===== config.mk =====
export PLATFORM = sky130hd
export DESIGN_NAME = ctr_chain_ctl
export DESIGN_NICKNAME = d
export VERILOG_FILES = /design/src/rtl/ctr_pkg.sv /design/src/rtl/ctr_iv_step.sv /design/src/rtl/ctr_byte_mask.sv /design/src/rtl/ctr_ks_mix.sv /design/src/rtl/ctr_chain_ctl.sv
export SDC_FILE = /design/constraint.sdc
export NUM_CORES = 1
export LEC_CHECK = 0
export ABC_AREA = 1
export ABC_CLOCK_PERIOD_IN_PS = 1800
export BUFFER_PORTS_ARGS = -buffer_cell sky130_fd_sc_hd__buf_4
export CAP_MARGIN = 25
export CORE_AREA = 2 2 311 313
export CTS_CLUSTER_SIZE = 30
export DETAILED_ROUTE_END_ITERATION = 8
export DIE_AREA = 0 0 313 315
export PLACE_DENSITY_LB_ADDON = 0.25
export SYNTH_ARGS = -nofsm -noshare
export SYNTH_HDL_FRONTEND = slang
export SYNTH_SLANG_ARGS = --single-unit
export TNS_END_PERCENT = 50

===== constraint.sdc =====
create_clock -name clk -period 1.8 [get_ports clk]
set_input_delay 0.36 -clock clk [delete_from_list [all_inputs] [get_ports clk]]
set_output_delay 0.36 -clock clk [all_outputs]
set_load 0.03 [all_outputs]

===== src/rtl/ctr_pkg.sv =====
package ctr_pkg;

    typedef enum logic [1:0] {
        PH_IDLE = 2'd0,
        PH_KEY  = 2'd1,
        PH_DATA = 2'd2
    } phase_e;

endpackage


===== src/rtl/ctr_iv_step.sv =====
module ctr_iv_step #(
    parameter int BLK_W = 128,
    parameter int CNT_W = 32
) (
    input  logic [BLK_W-1:0] iv_cur,
    output logic [BLK_W-1:0] iv_nxt
);
    localparam int NONCE_W = BLK_W - CNT_W;

    logic [CNT_W-1:0]   cnt_cur;
    logic [CNT_W-1:0]   cnt_inc;
    logic [NONCE_W-1:0] nonce;

    always_comb begin
        cnt_cur = iv_cur[CNT_W-1:0];
        nonce   = iv_cur[BLK_W-1:CNT_W];
        // counter wraps in its own width; nonce is passed through untouched
        cnt_inc = cnt_cur + {{(CNT_W-1){1'b0}}, 1'b1};
        iv_nxt  = {nonce, cnt_inc};
    end

endmodule


===== src/rtl/ctr_byte_mask.sv =====
module ctr_byte_mask #(
    parameter int BLK_W = 128,
    parameter int LEN_W = 5
) (
    input  logic [LEN_W-1:0] len,
    output logic [BLK_W-1:0] mask
);
    localparam int NBYTES = BLK_W / 8;

    // byte 0 is the most significant byte of the block
    for (genvar i = 0; i < NBYTES; i++) begin : g_byte
        localparam logic [LEN_W-1:0] IDX = LEN_W'(i);
        assign mask[BLK_W-1-8*i -: 8] = {8{len > IDX}};
    end

endmodule


===== src/rtl/ctr_ks_mix.sv =====
module ctr_ks_mix #(
    parameter int BLK_W = 128,
    parameter int LEN_W = 5
) (
    input  logic [BLK_W-1:0] data_in,
    input  logic [BLK_W-1:0] keystream,
    input  logic [LEN_W-1:0] len,
    output logic [BLK_W-1:0] data_out
);
    logic [BLK_W-1:0] keep;
    logic [BLK_W-1:0] padded;

    ctr_byte_mask #(
        .BLK_W(BLK_W),
        .LEN_W(LEN_W)
    ) i_mask (
        .len (len),
        .mask(keep)
    );

    always_comb begin
        padded   = data_in & keep;
        data_out = (padded ^ keystream) & keep;
    end

endmodule


===== src/rtl/ctr_chain_ctl.sv =====
module ctr_chain_ctl
    import ctr_pkg::*;
#(
    parameter int               BLK_W     = 128,
    parameter int               CNT_W     = 32,
    parameter int               CHAIN_W   = 3,
    parameter int               MODE_W    = 2,
    parameter logic [CHAIN_W-1:0] CHAIN_CTR = 3'b010,
    parameter logic [MODE_W-1:0]  MODE_KD   = 2'b01,
    localparam int              NBYTES    = BLK_W / 8,
    localparam int              LEN_W     = $clog2(NBYTES + 1)
) (
    input  logic               clk,
    input  logic               rst_n,
    input  logic               cfg_we,
    input  logic               cfg_en,
    input  logic [CHAIN_W-1:0] cfg_chain,
    input  logic [MODE_W-1:0]  cfg_mode,
    input  logic               iv_we,
    input  logic [BLK_W-1:0]   iv_wdata,
    output logic               run_o,
    output logic               cfg_err,
    output logic [BLK_W-1:0]   iv_rd,
    output logic               eng_start,
    output logic [BLK_W-1:0]   eng_blk,
    input  logic               eng_done,
    input  logic [BLK_W-1:0]   eng_ks,
    input  logic               din_valid,
    output logic               din_ready,
    input  logic [BLK_W-1:0]   din,
    input  logic [LEN_W-1:0]   din_len,
    output logic               dout_valid,
    output logic [BLK_W-1:0]   dout
);

    typedef struct packed {
        phase_e             ph;
        logic               run;
        logic [CHAIN_W-1:0] chain;
        logic [MODE_W-1:0]  mode;
        logic               err;
        logic               start;
        logic [BLK_W-1:0]   iv;
        logic [BLK_W-1:0]   ks;
        logic               ovld;
        logic [BLK_W-1:0]   odata;
    } state_t;

    state_t s_d, s_q;

    logic [BLK_W-1:0] iv_next;
    logic [BLK_W-1:0] mixed;
    logic             wr_is_ctr;
    logic             wr_is_kd;
    logic             wr_launch;

    ctr_iv_step #(
        .BLK_W(BLK_W),
        .CNT_W(CNT_W)
    ) i_step (
        .iv_cur(s_q.iv),
        .iv_nxt(iv_next)
    );

    ctr_ks_mix #(
        .BLK_W(BLK_W),
        .LEN_W(LEN_W)
    ) i_mix (
        .data_in  (din),
        .keystream(s_q.ks),
        .len      (din_len),
        .data_out (mixed)
    );

    // decode of the incoming control word
    always_comb begin
        wr_is_ctr = (cfg_chain == CHAIN_CTR);
        wr_is_kd  = (cfg_mode == MODE_KD);
        wr_launch = cfg_en && wr_is_ctr && !wr_is_kd;
    end

    always_comb begin
        s_d       = s_q;
        s_d.start = 1'b0;
        s_d.ovld  = 1'b0;

        unique case (s_q.ph)
            PH_IDLE: begin
                if (iv_we) begin
                    s_d.iv = iv_wdata;
                end
                if (cfg_we) begin
                    s_d.chain = cfg_chain;
                    s_d.mode  = cfg_mode;
                    if (wr_is_ctr && wr_is_kd) begin
                        s_d.err = 1'b1;
                    end
                    if (wr_launch) begin
                        s_d.run   = 1'b1;
                        s_d.start = 1'b1;
                        s_d.ph    = PH_KEY;
                    end
                end
            end
            PH_KEY: begin
                if (eng_done) begin
                    s_d.ks = eng_ks;
                    s_d.ph = PH_DATA;
                end
            end
            PH_DATA: begin
                if (din_valid) begin
                    s_d.odata = mixed;
                    s_d.ovld  = 1'b1;
                    s_d.iv    = iv_next;
                    s_d.run   = 1'b0;
                    s_d.ph    = PH_IDLE;
                end
            end
            default: begin
                s_d.ph  = PH_IDLE;
                s_d.run = 1'b0;
            end
        endcase
    end

    always_ff @(posedge clk or negedge rst_n) begin
        if (!rst_n) begin
            s_q <= '{
                ph:    PH_IDLE,
                run:   1'b0,
                chain: '0,
                mode:  '0,
                err:   1'b0,
                start: 1'b0,
                iv:    '0,
                ks:    '0,
                ovld:  1'b0,
                odata: '0
            };
        end else begin
            s_q <= s_d;
        end
    end

    assign run_o      = s_q.run;
    assign cfg_err    = s_q.err;
    assign iv_rd      = s_q.iv;
    assign eng_start  = s_q.start;
    assign eng_blk    = s_q.iv;
    assign din_ready  = (s_q.ph == PH_DATA);
    assign dout_valid = s_q.ovld;
    assign dout       = s_q.odata;

endmodule


======== Word-level counts from Yosys, hierarchy flattened ========
Index checks and enable logic that the tools add are counted.
word-level totals
  register bits after elaboration ......... 395
  input port bits ......................... 401
  word-level logic and storage cells ...... 70
cells by class
  $add $sub $neg .......................... 1
  $lt $le $gt $ge ......................... 16
  equal/unequal tests ..................... 9
  multiplexer cells ....................... 14
  bitwise operators ....................... 5
  reductions and logical operators ........ 14
operators by type and width
  operator               count
  $mux 129               2
  $and 128x128->128      2
  $pmux 128 s2           1
  $mux 128               1
  $xor 128x128->128      1
  $gt 5x4->1 const B     8
  $add 32x1->32 const B  1
  $mux 32                1
  $gt 5x3->1 const B     4
  $gt 5x1->1 const B     2
  $gt 5x2->1 const B     2
  $mux 10                1
  $ne 2x2->1 const B     5
  $reduce_and 3->1       3
  $reduce_and 4->1       2
  $mux 3                 2
  $pmux 2 s3             1
  $reduce_and 2->1       3
  $eq 2x1->1 const B     2
  $eq 3x2->1 const B     1
  $logic_and 1x1->1      3
  $mux 1                 3
  $pmux 1 s3             1
  $eq 2x2->1 const B     1
  5 further kinds        6

======== Logic depth before layout (Yosys ltp) ========
Gate-level depths: netlist (run 1).
  word-level depth ........................ 6
  depth in mapped cells ................... 10
  gate-level depth less buffers ........... 10

======== Cells and area by module ========
A second synthesis (run 1) with hierarchy kept.
second synthesis, totals
  cell total of the unflattened synthesis .. 3170
  area, all modules ....................... 23999.3 µm²
by module, submodules not included
  module         times used  cells each  area each (µm²)
  ctr_chain_ctl  1           2229        19437.4
  ctr_ks_mix     1           512         1921.8
  ctr_iv_step    1           288         1665.3
  ctr_byte_mask  1           141         974.7

======== Worst setup path after synthesis (run 1) ========
No wires, ideal clock.
  kind .................................... reg2reg
  start ................................... register s_q (netlist bit eng_blk[1])
  end ..................................... register s_q (netlist bit eng_blk[24])
  library setup time ...................... 116 ps
  arrival time ............................ 1327 ps
  setup slack ............................. 357 ps
  cell stages (with the launch flop) ...... 11
  path buffers ............................ 0
  cell sequence ........................... dfrtp_1 ha_1 nand2_1 nor2_2 nand2_1 nor2_2 nand2_1 nand2_1 nand3_1 nand2_1 nand2_1
between the ends
  longest elaborated chain between the ends .. 3
RTL lines
  element                   line                  source
  start: declaration        ctr_chain_ctl.sv:49   state_t s_d, s_q;
  start signal: assignment  ctr_chain_ctl.sv:129  s_q <= '{
  $add 32x1->32             ctr_iv_step.sv:18     cnt_inc = cnt_cur + {{(CNT_W-1){1'b0}}, 1'b1};
  $mux 32                   ctr_chain_ctl.sv:112  if (din_valid) begin
  $pmux 128 s2              ctr_chain_ctl.sv:87   unique case (s_q.ph)
No other way between the ends. The select of a mux whose other input is x is not followed.
A chain may end at the register's enable or synchronous reset.

======== Worst setup path after layout (run 1) ========
  start ................................... register s_q[393] in the netlist's numbering
  end ..................................... output din_ready
between the ends
  longest elaborated chain between the ends .. 1
RTL lines
  element           line                  source
  $eq 2x2->1        ctr_chain_ctl.sv:151  assign din_ready = (s_q.ph == PH_DATA);
  end: declaration  ctr_chain_ctl.sv:29   output logic din_ready,
No other way between the ends.

==> flow_summary_export.csv, run 1 <==
group,metric,value,unit
outcome,status,"finished, violations left",
outcome,violations,"setup timing",
grt,antenna_found_initial,14,
synth,synthAdderAreaFrac,0.0625,%
die,core,0.0957,mm2
power_and_ir_drop,p_clk_share,27.1,%
finish,fill_cells,10000,
setup_path,ff2ff_path_depth,8,
cts,cts.sinks,390,
power_and_ir_drop,power_per_cell_area,1240,mW/mm2
setup_path,rr_endpoint,"dout[119]",
synth,ys_seq_elements,390,
sta,hold_viol_final,0,
power_and_ir_drop,pwr-share-comb,36.4,%
min_path,worstHoldEndpoint,"dout[12]",
synth,async_flop_share,100,%
power_and_ir_drop,swShare,37.4,%
die,die_height,315,um
synth,synthCells,1943,
grt,grt_util_all_layers,14.9,%
detailed_routing,via_per_inst,3.89,
min_path,min_from,"din[12]",
synth,synthesis.area,0.0200,mm2
cts,clkSlewWorstSetupHoldPaths,0.06,ns
setup_path,critPathRequiredTime,1.44,ns
cts,clk_path_buf_depth,3,
cts,cts_buffers,49,
sta,setup_slack,-0.0321,ns
synth,syn-num-nets,2345,
finish,syn_to_final_growth,46.9,%
detailed_routing,drt_wl_total,75500,um
grt,grt_max_degree,56,
synth,synth_compound_area_share,3.34,%
cts,clkLatencyLatePin,0.59,ns
synth,synthXorXnorAreaFrac,5.60,%
die,io_pins,790,
setup_path,critical_path_class,"flop to output port",
synth,ys_seq_area_share,48.7,%
detailed_routing,wl_per_cell,18.9,um
power_and_ir_drop,p_leak,14.3,nW
detailed_routing,drc,0,
setup_path,path_buf_inv,3,
power_and_ir_drop,finalPower,0.0365,W
synth,synth_cell_types,36,
setup_path,critPathLaunchType,"flop",
die,rows,114,
finish,final_common_cell,"buf_4",
sta,max_freq,546,MHz
sta,tightest_slew,0.833,ns
finish,final_nets,3088,
detailed_routing,vias,15600,
finish,final_cell_mix,"buf_4 (876), dfrtp_1 (386), nand2_1 (371)",
detailed_routing,firstDrtPassIters,6,
placement,gp_congestion,0.831,
finish,fin_util,30.7,%
finish,layout-drive-gt1-share,40.2,%
cts,cts-root-buf,"clkbuf_16",
detailed_routing,antenna_left,0,
sta,slew_headroom,44.1,%
min_path,hp-class,"primary input to flop",
die,fp.dieW,313,um
synth,yosys.area.top_type,"dfrtp_1",
die,start_util,20.9,%
setup_path,critical_path.max_fanout,3,
setup_path,worst-r2r-setup-slack,0.07,ns
sta,layout_min_cycle_time,1.83,ns
job,maxCapViolCount,0,
power_and_ir_drop,ir_drop,0.673,mV
setup_path,critPathMaxStageDelay,0.41,ns
grt,grt_pass1_wl,109000,um
min_path,worst_hold_path.num_cells,4,
setup_path,cp_top_family,"flip-flops",
setup_path,critPathArrivalTime,1.47,ns
synth,synth_top_family_by_area,"buffers and inverters",
setup_path,cp-end-kind,"output port",
setup_path,r2r_start,"s_q[393]",
power_and_ir_drop,p_sw,0.0137,W
synth,syn_area_per_cell,10.3,um2
setup_path,slowest_stage,"dfrtp_1",
sta,setup_viol,1,
synth,synthTopCellsByArea,"dfrtp_1 (49%), buf_4 (15%), mux2_1 (7.9%)",
synth,synthFlopType,"dfrtp_1",
synth,synth-edff-count,0,
placement,portBuffers,789,
sta,fin_skew,0.0128,ns
synth,synth_top_area_share,48.7,%
sta,drv_slew,0,
cts,h-tree-depth,2,
placement,hpwl,59700,um
power_and_ir_drop,sequentialPowerShare,36.5,%
synth,synth_mux_area_share,12.8,%
grt,grt_pass1_vias,16500,
die,dieArea,0.0986,mm2
sta,rsz0062_at_grt,"true",
detailed_routing,dr.first_iter.drc_count,783,
grt,overflow,0,
power_and_ir_drop,intPower,0.0228,W
synth,ys_warn_count,0,
cts,cts_tree,"done",
synth,synthSimpleGateAreaFrac,11.8,%
setup_path,path_cells,"buf_6, nor2_4, buf_12, buf_8",
sta,period_share,102,%
## state kept, by name (all words and copies together), names as in the netlist
signal / flops
s_q: 130
dout_valid: 1
cfg_err: 1
eng_start: 1
eng_blk: 128
run_o: 1
dout: 128
## synthesized netlist by cell type (2+ instances only)
cell type / number
nor2_2: 9
nand2_2: 4
nor2_4: 2
mux2_2: 75
buf_4: 391
mux2_4: 9
xnor2_1: 47
clkbuf_1: 8
buf_2: 31
buf_6: 16
nor2_1: 54
or2_2: 3
a31oi_1: 2
nand4_1: 2
o21ai_0: 59
inv_2: 5
o31ai_1: 18
xor2_1: 81
o22ai_1: 6
o21ai_1: 11
nand3_1: 116
dfrtp_1: 390
o21bai_1: 3
inv_1: 57
mux2_1: 140
nand3b_1: 4
nand2_1: 375
a21oi_1: 17
## final cells by class
type / count / area (um2) / share of cell area, %
Antenna cell: 5 / 12.5 / 0.0425
Sequential cell: 390 / 9760 / 33.2
Inverter: 63 / 241 / 0.821
Timing Repair Buffer: 1139 / 9420 / 32.0
Tap cell: 1276 / 1600 / 5.43
Clock inverter: 11 / 145 / 0.493
Clock buffer: 73 / 1440 / 4.88
Multi-Input combinational cell: 1043 / 6800 / 23.1
## how the worst max path moves through the flow
stage                from     endpoint  cells past startpoint
6_report         s_q[393]    din_ready                      4
5_1_grt          s_q[393]    din_ready                      4
4_1_cts          s_q[393]    din_ready                      4
3_5_place_dp     s_q[394]     dout[59]                      7
3_3_place_gp     s_q[394]     dout[63]                      7
2_1_floorplan  eng_blk[1]  eng_blk[24]                     10
## what timing repair did
item,in CTS,in global routing
setup buffers,4,3
pin swaps,1,2
gates resized for setup,8,26
gates cloned,1,0
setup endpoints to repair,13,71
hold endpoints to repair,265,0
hold buffers,237,0
## kinds of logic (layout without fill, tap and decap cells)
group,count (synthesis),after routing
AO/OA/AOI/OAI,119,119
XOR/XNOR,128,128
adder cells (fa/ha/maj),1,1
buffers and inverters,510,1286
flip-flops,390,390
multiplexers,224,224
other,0,5
AND/OR/NAND/NOR,571,571
## stage by stage
stage | worst slack (ns) | cells | setup TNS (ns) | hold slack (ns) | cell area [um2]
after detailed placement | -0.0519 | 3666 | -0.325 | 0.379 | 25200
after CTS | -0.0939 | 3992 | -0.0939 | 0.000468 | 29300
after floorplan | 0.357 | 1943 | 0 | 0.0644 | 20000
final | -0.0321 | 4000 | -0.0321 | 0.0591 | 29400
after global placement | 0.00698 | 3666 | 0 | 0.363 | 25200
after global routing | -0.101 | 3997 | -0.101 | 0.0249 | 29400
## layer usage
metal | wire length [um] | vias to the layer above | track usage (%)
li1 | - | 7428 | -
met1 | 30900 | 7465 | 17.9
met2 | 36800 | 556 | 25.6
met3 | 5730 | 112 | 4.51
met4 | 2010 | 8 | 4.38
met5 | 57 | - | 0
## worst min-delay path, cell delays in order
cell and delay [ns]:
buf_4 0.09, xor2_1 0.05, nand3_1 0.07, nand2_1 0.04
## power by group through the flow
| stage | Combinational (W) | Clock (W) | Sequential [W] |
|---|---|---|---|
| 6_report | 0.0133 | 0.00988 | 0.0133 |
| 5_1_grt | 0.0143 | 0.0107 | 0.0137 |
| 4_1_cts | 0.0135 | 0.0103 | 0.0134 |
| 3_5_place_dp | 0.0130 | 0 | 0.0134 |
| 3_3_place_gp | 0.0130 | 0 | 0.0134 |
| 2_1_floorplan | 0.0103 | 0 | 0.0127 |
No activity file was read; power rests on OpenSTA's default activity.
==> run 2, diff against run 1 <==
--- a/config.mk
+++ b/config.mk
@@ -9,12 +9,13 @@
 export ABC_CLOCK_PERIOD_IN_PS = 1800
 export BUFFER_PORTS_ARGS = -buffer_cell sky130_fd_sc_hd__buf_4
 export CAP_MARGIN = 25
-export CORE_AREA = 2 2 311 313
+export CORE_AREA = 2 2 312 314
 export CTS_CLUSTER_SIZE = 30
 export DETAILED_ROUTE_END_ITERATION = 8
-export DIE_AREA = 0 0 313 315
+export DIE_AREA = 0 0 314 316
 export PLACE_DENSITY_LB_ADDON = 0.25
 export SYNTH_ARGS = -nofsm -noshare
 export SYNTH_HDL_FRONTEND = slang
+export SYNTH_HIERARCHICAL = 1
 export SYNTH_SLANG_ARGS = --single-unit
 export TNS_END_PERCENT = 50
==> flow_summary_export.csv, run 2 <==
group,metric,value,unit
cts,cts.sinks,390,
synth,yosys.area.top_type,"dfrtp_1",
synth,synthFlopType,"dfrtp_1",
synth,synthSimpleGateAreaFrac,32.4,%
finish,layout-drive-gt1-share,28.6,%
detailed_routing,firstDrtPassIters,5,
synth,async_flop_share,100,%
power_and_ir_drop,p_leak,17.1,nW
sta,layout_min_cycle_time,1.82,ns
die,dieArea,0.0992,mm2
die,core,0.0960,mm2
finish,largest_reg_flops,130,
setup_path,critical_path.max_fanout,2,
synth,synthCells,3170,
die,start_util,25.0,%
die,rows,114,
synth,synth-edff-count,0,
finish,final_common_cell,"nand2_1",
setup_path,critPathLaunch,"s_q[393]",
sta,drv_slew,0,
synth,synth_cell_types,31,
sta,whs,0.0436,ns
synth,ys_seq_area_share,40.7,%
placement,dp_cells,4625,
die,fp.dieW,314,um
finish,fill_cells,10100,
sta,period_share,101,%
grt,antenna_found_initial,15,
detailed_routing,antenna_left,0,
sta,rsz0062_at_grt,"true",
detailed_routing,vias,21700,
detailed_routing,drt_wl_total,92000,um
cts,clkSlewWorstSetupHoldPaths,0.06,ns
grt,overflow,0,
setup_path,r2r_start,"eng_blk[1]",
setup_path,critical_path_class,"flop to output port",
placement,portBuffers,789,
setup_path,worst-r2r-setup-slack,0.07,ns
sta,slew_headroom,62.1,%
die,io_pins,790,
synth,synth.most_common_cell,"nand2_1",
finish,final_cell_count_no_fill,5053,
synth,synthAdderAreaFrac,0.0521,%
placement,gp_congestion,0.859,
cts,clk_path_buf_depth,3,
finish,syn_to_final_growth,38.0,%
setup_path,cp-end-kind,"output port",
min_path,min_from,"iv_wdata[32]",
die,die_height,316,um
setup_path,critPathArrivalTime,1.46,ns
power_and_ir_drop,finalPower,0.0384,W
synth,synthTopCellsByArea,"dfrtp_1 (41%), buf_4 (19%), nand2_1 (18%)",
synth,synthTopCellsByCount,"nand2_1 (1,135), buf_4 (595), dfrtp_1 (390)",
sta,fin_skew,0.0308,ns
synth,ys_warn_count,6,
setup_path,critPathLaunchType,"flop",
synth,ys_seq_elements,390,
detailed_routing,drc,0,
cts,cts_buffers,50,
grt,grt_pass1_vias,21300,
finish,top_register,"s_q",
synth,syn_area_per_cell,7.57,um2
grt,grt_util_all_layers,17.7,%
placement,hpwl,65100,um
synth,synth_mux_area_share,0,%
power_and_ir_drop,ir_drop,0.926,mV
synth,synth_top_family_by_area,"simple AND/OR/NAND/NOR gates",
synth,synthesis.area,0.0240,mm2
sta,setup_slack,-0.0181,ns
synth,synthXorXnorAreaFrac,0.579,%
sta,hold_viol_final,0,
cts,cts-root-buf,"clkbuf_16",
sta,setup_viol,1,
finish,final_cell_mix,"nand2_1 (1,125), buf_4 (880), dfrtp_1 (386)",
sta,max_freq,550,MHz
finish,final_nets,4132,
detailed_routing,via_per_inst,4.29,
outcome,violations,"setup timing",
job,maxCapViolCount,0,
detailed_routing,wl_per_cell,18.2,um
outcome,status,"finished, violations left",
grt,grt_max_degree,129,
synth,synth_compound_area_share,4.25,%
power_and_ir_drop,power_per_cell_area,1160,mW/mm2
synth,syn-num-nets,3572,
detailed_routing,dr.first_iter.drc_count,1292,
cts,h-tree-depth,2,
synth,synth_top_area_share,40.7,%
cts,cts_tree,"done",
min_path,hp-class,"primary input to flop",
cts,clkLatencyLatePin,0.63,ns
setup_path,ff2ff_path_depth,10,
min_path,worst_hold_path.num_cells,3,
grt,grt_pass1_wl,134000,um
setup_path,critPathRequiredTime,1.44,ns
sta,tightest_slew,0.568,ns
==> run 2: kinds of logic after synthesis <==
kind of cell | Yosys count
AND/OR/NAND/NOR | 1857
buffers and inverters | 768
flip-flops | 390
AO/OA/AOI/OAI | 139
XOR/XNOR | 15
adder cells (fa/ha/maj) | 1
==> run 2: final cells by class <==
class	count	area [um2]	area share [%]
repair buffers	1241	10700	32.4
flip-flops and latches	390	9760	29.5
multi-input cells	2012	9090	27.4
well taps	1276	1600	4.82
clock buffers	75	1470	4.42
clock inverters	17	320	0.967
inverters	35	144	0.434
diodes	7	17.5	0.0529
==> run 2: stage by stage <==
step	setup slack (ns)	instance area, um2	TNS, ns	utilization, %
floorplan	0.134	24000	0	-
global placement	0.0722	27800	0	29.0
detailed placement	0.0674	27800	0	29.0
CTS	-0.0866	32900	-0.0866	34.2
global route	-0.0834	33100	-0.282	34.5
finish	-0.0181	33100	-0.0181	34.5
==> run 2: path summary, 6_finish.rpt <==
check	endpoint
worst min register to register	dout[91]
worst max-delay path	din_ready
worst min-delay path	eng_blk[32]
min in group asynchronous	s_q[233]
worst max register to register	eng_blk[14]
max in group asynchronous	s_q[165]
==> run 2: timing repair <==
action                                  in CTS  in global routing
pin swaps                                    0                 28
endpoints found under the setup margin      17                 88
hold buffers                               308                  0
gates resized for setup                     10                 42
hold endpoints to repair                   457                  0
gates cloned                                 2                  2
setup buffers                               10                  7
==> run 2: critical path: stages, from the launching register on <==
cell and delay, ns:
dfrtp_1 0.38, inv_2 0.08, nand2_4 0.07, inv_8 0.06
buf_16 0.11, buf_8 0.12
==> run 2: report_power, final <==
group | internal, W | switching (W) | total (W) | leakage [nW]
Sequential | 0.0112 | 0.00203 | 0.0133 | 4.92
Combinational | 0.00559 | 0.00855 | 0.0141 | 11.3
Clock | 0.00665 | 0.00435 | 0.0110 | 0.868
Total | 0.0235 | 0.0149 | 0.0384 | 17.1
==> run 2: routing by layer <==
metal	up-vias	share of wire, %	global-route usage, %	wire (um)
met1	10300	41	21.3	37400
met3	132	7.3	4.62	6740
met5	-	0.079	0	73
li1	10500	-	-	-
met4	12	3.1	5.99	2810
met2	735	49	30.7	44900
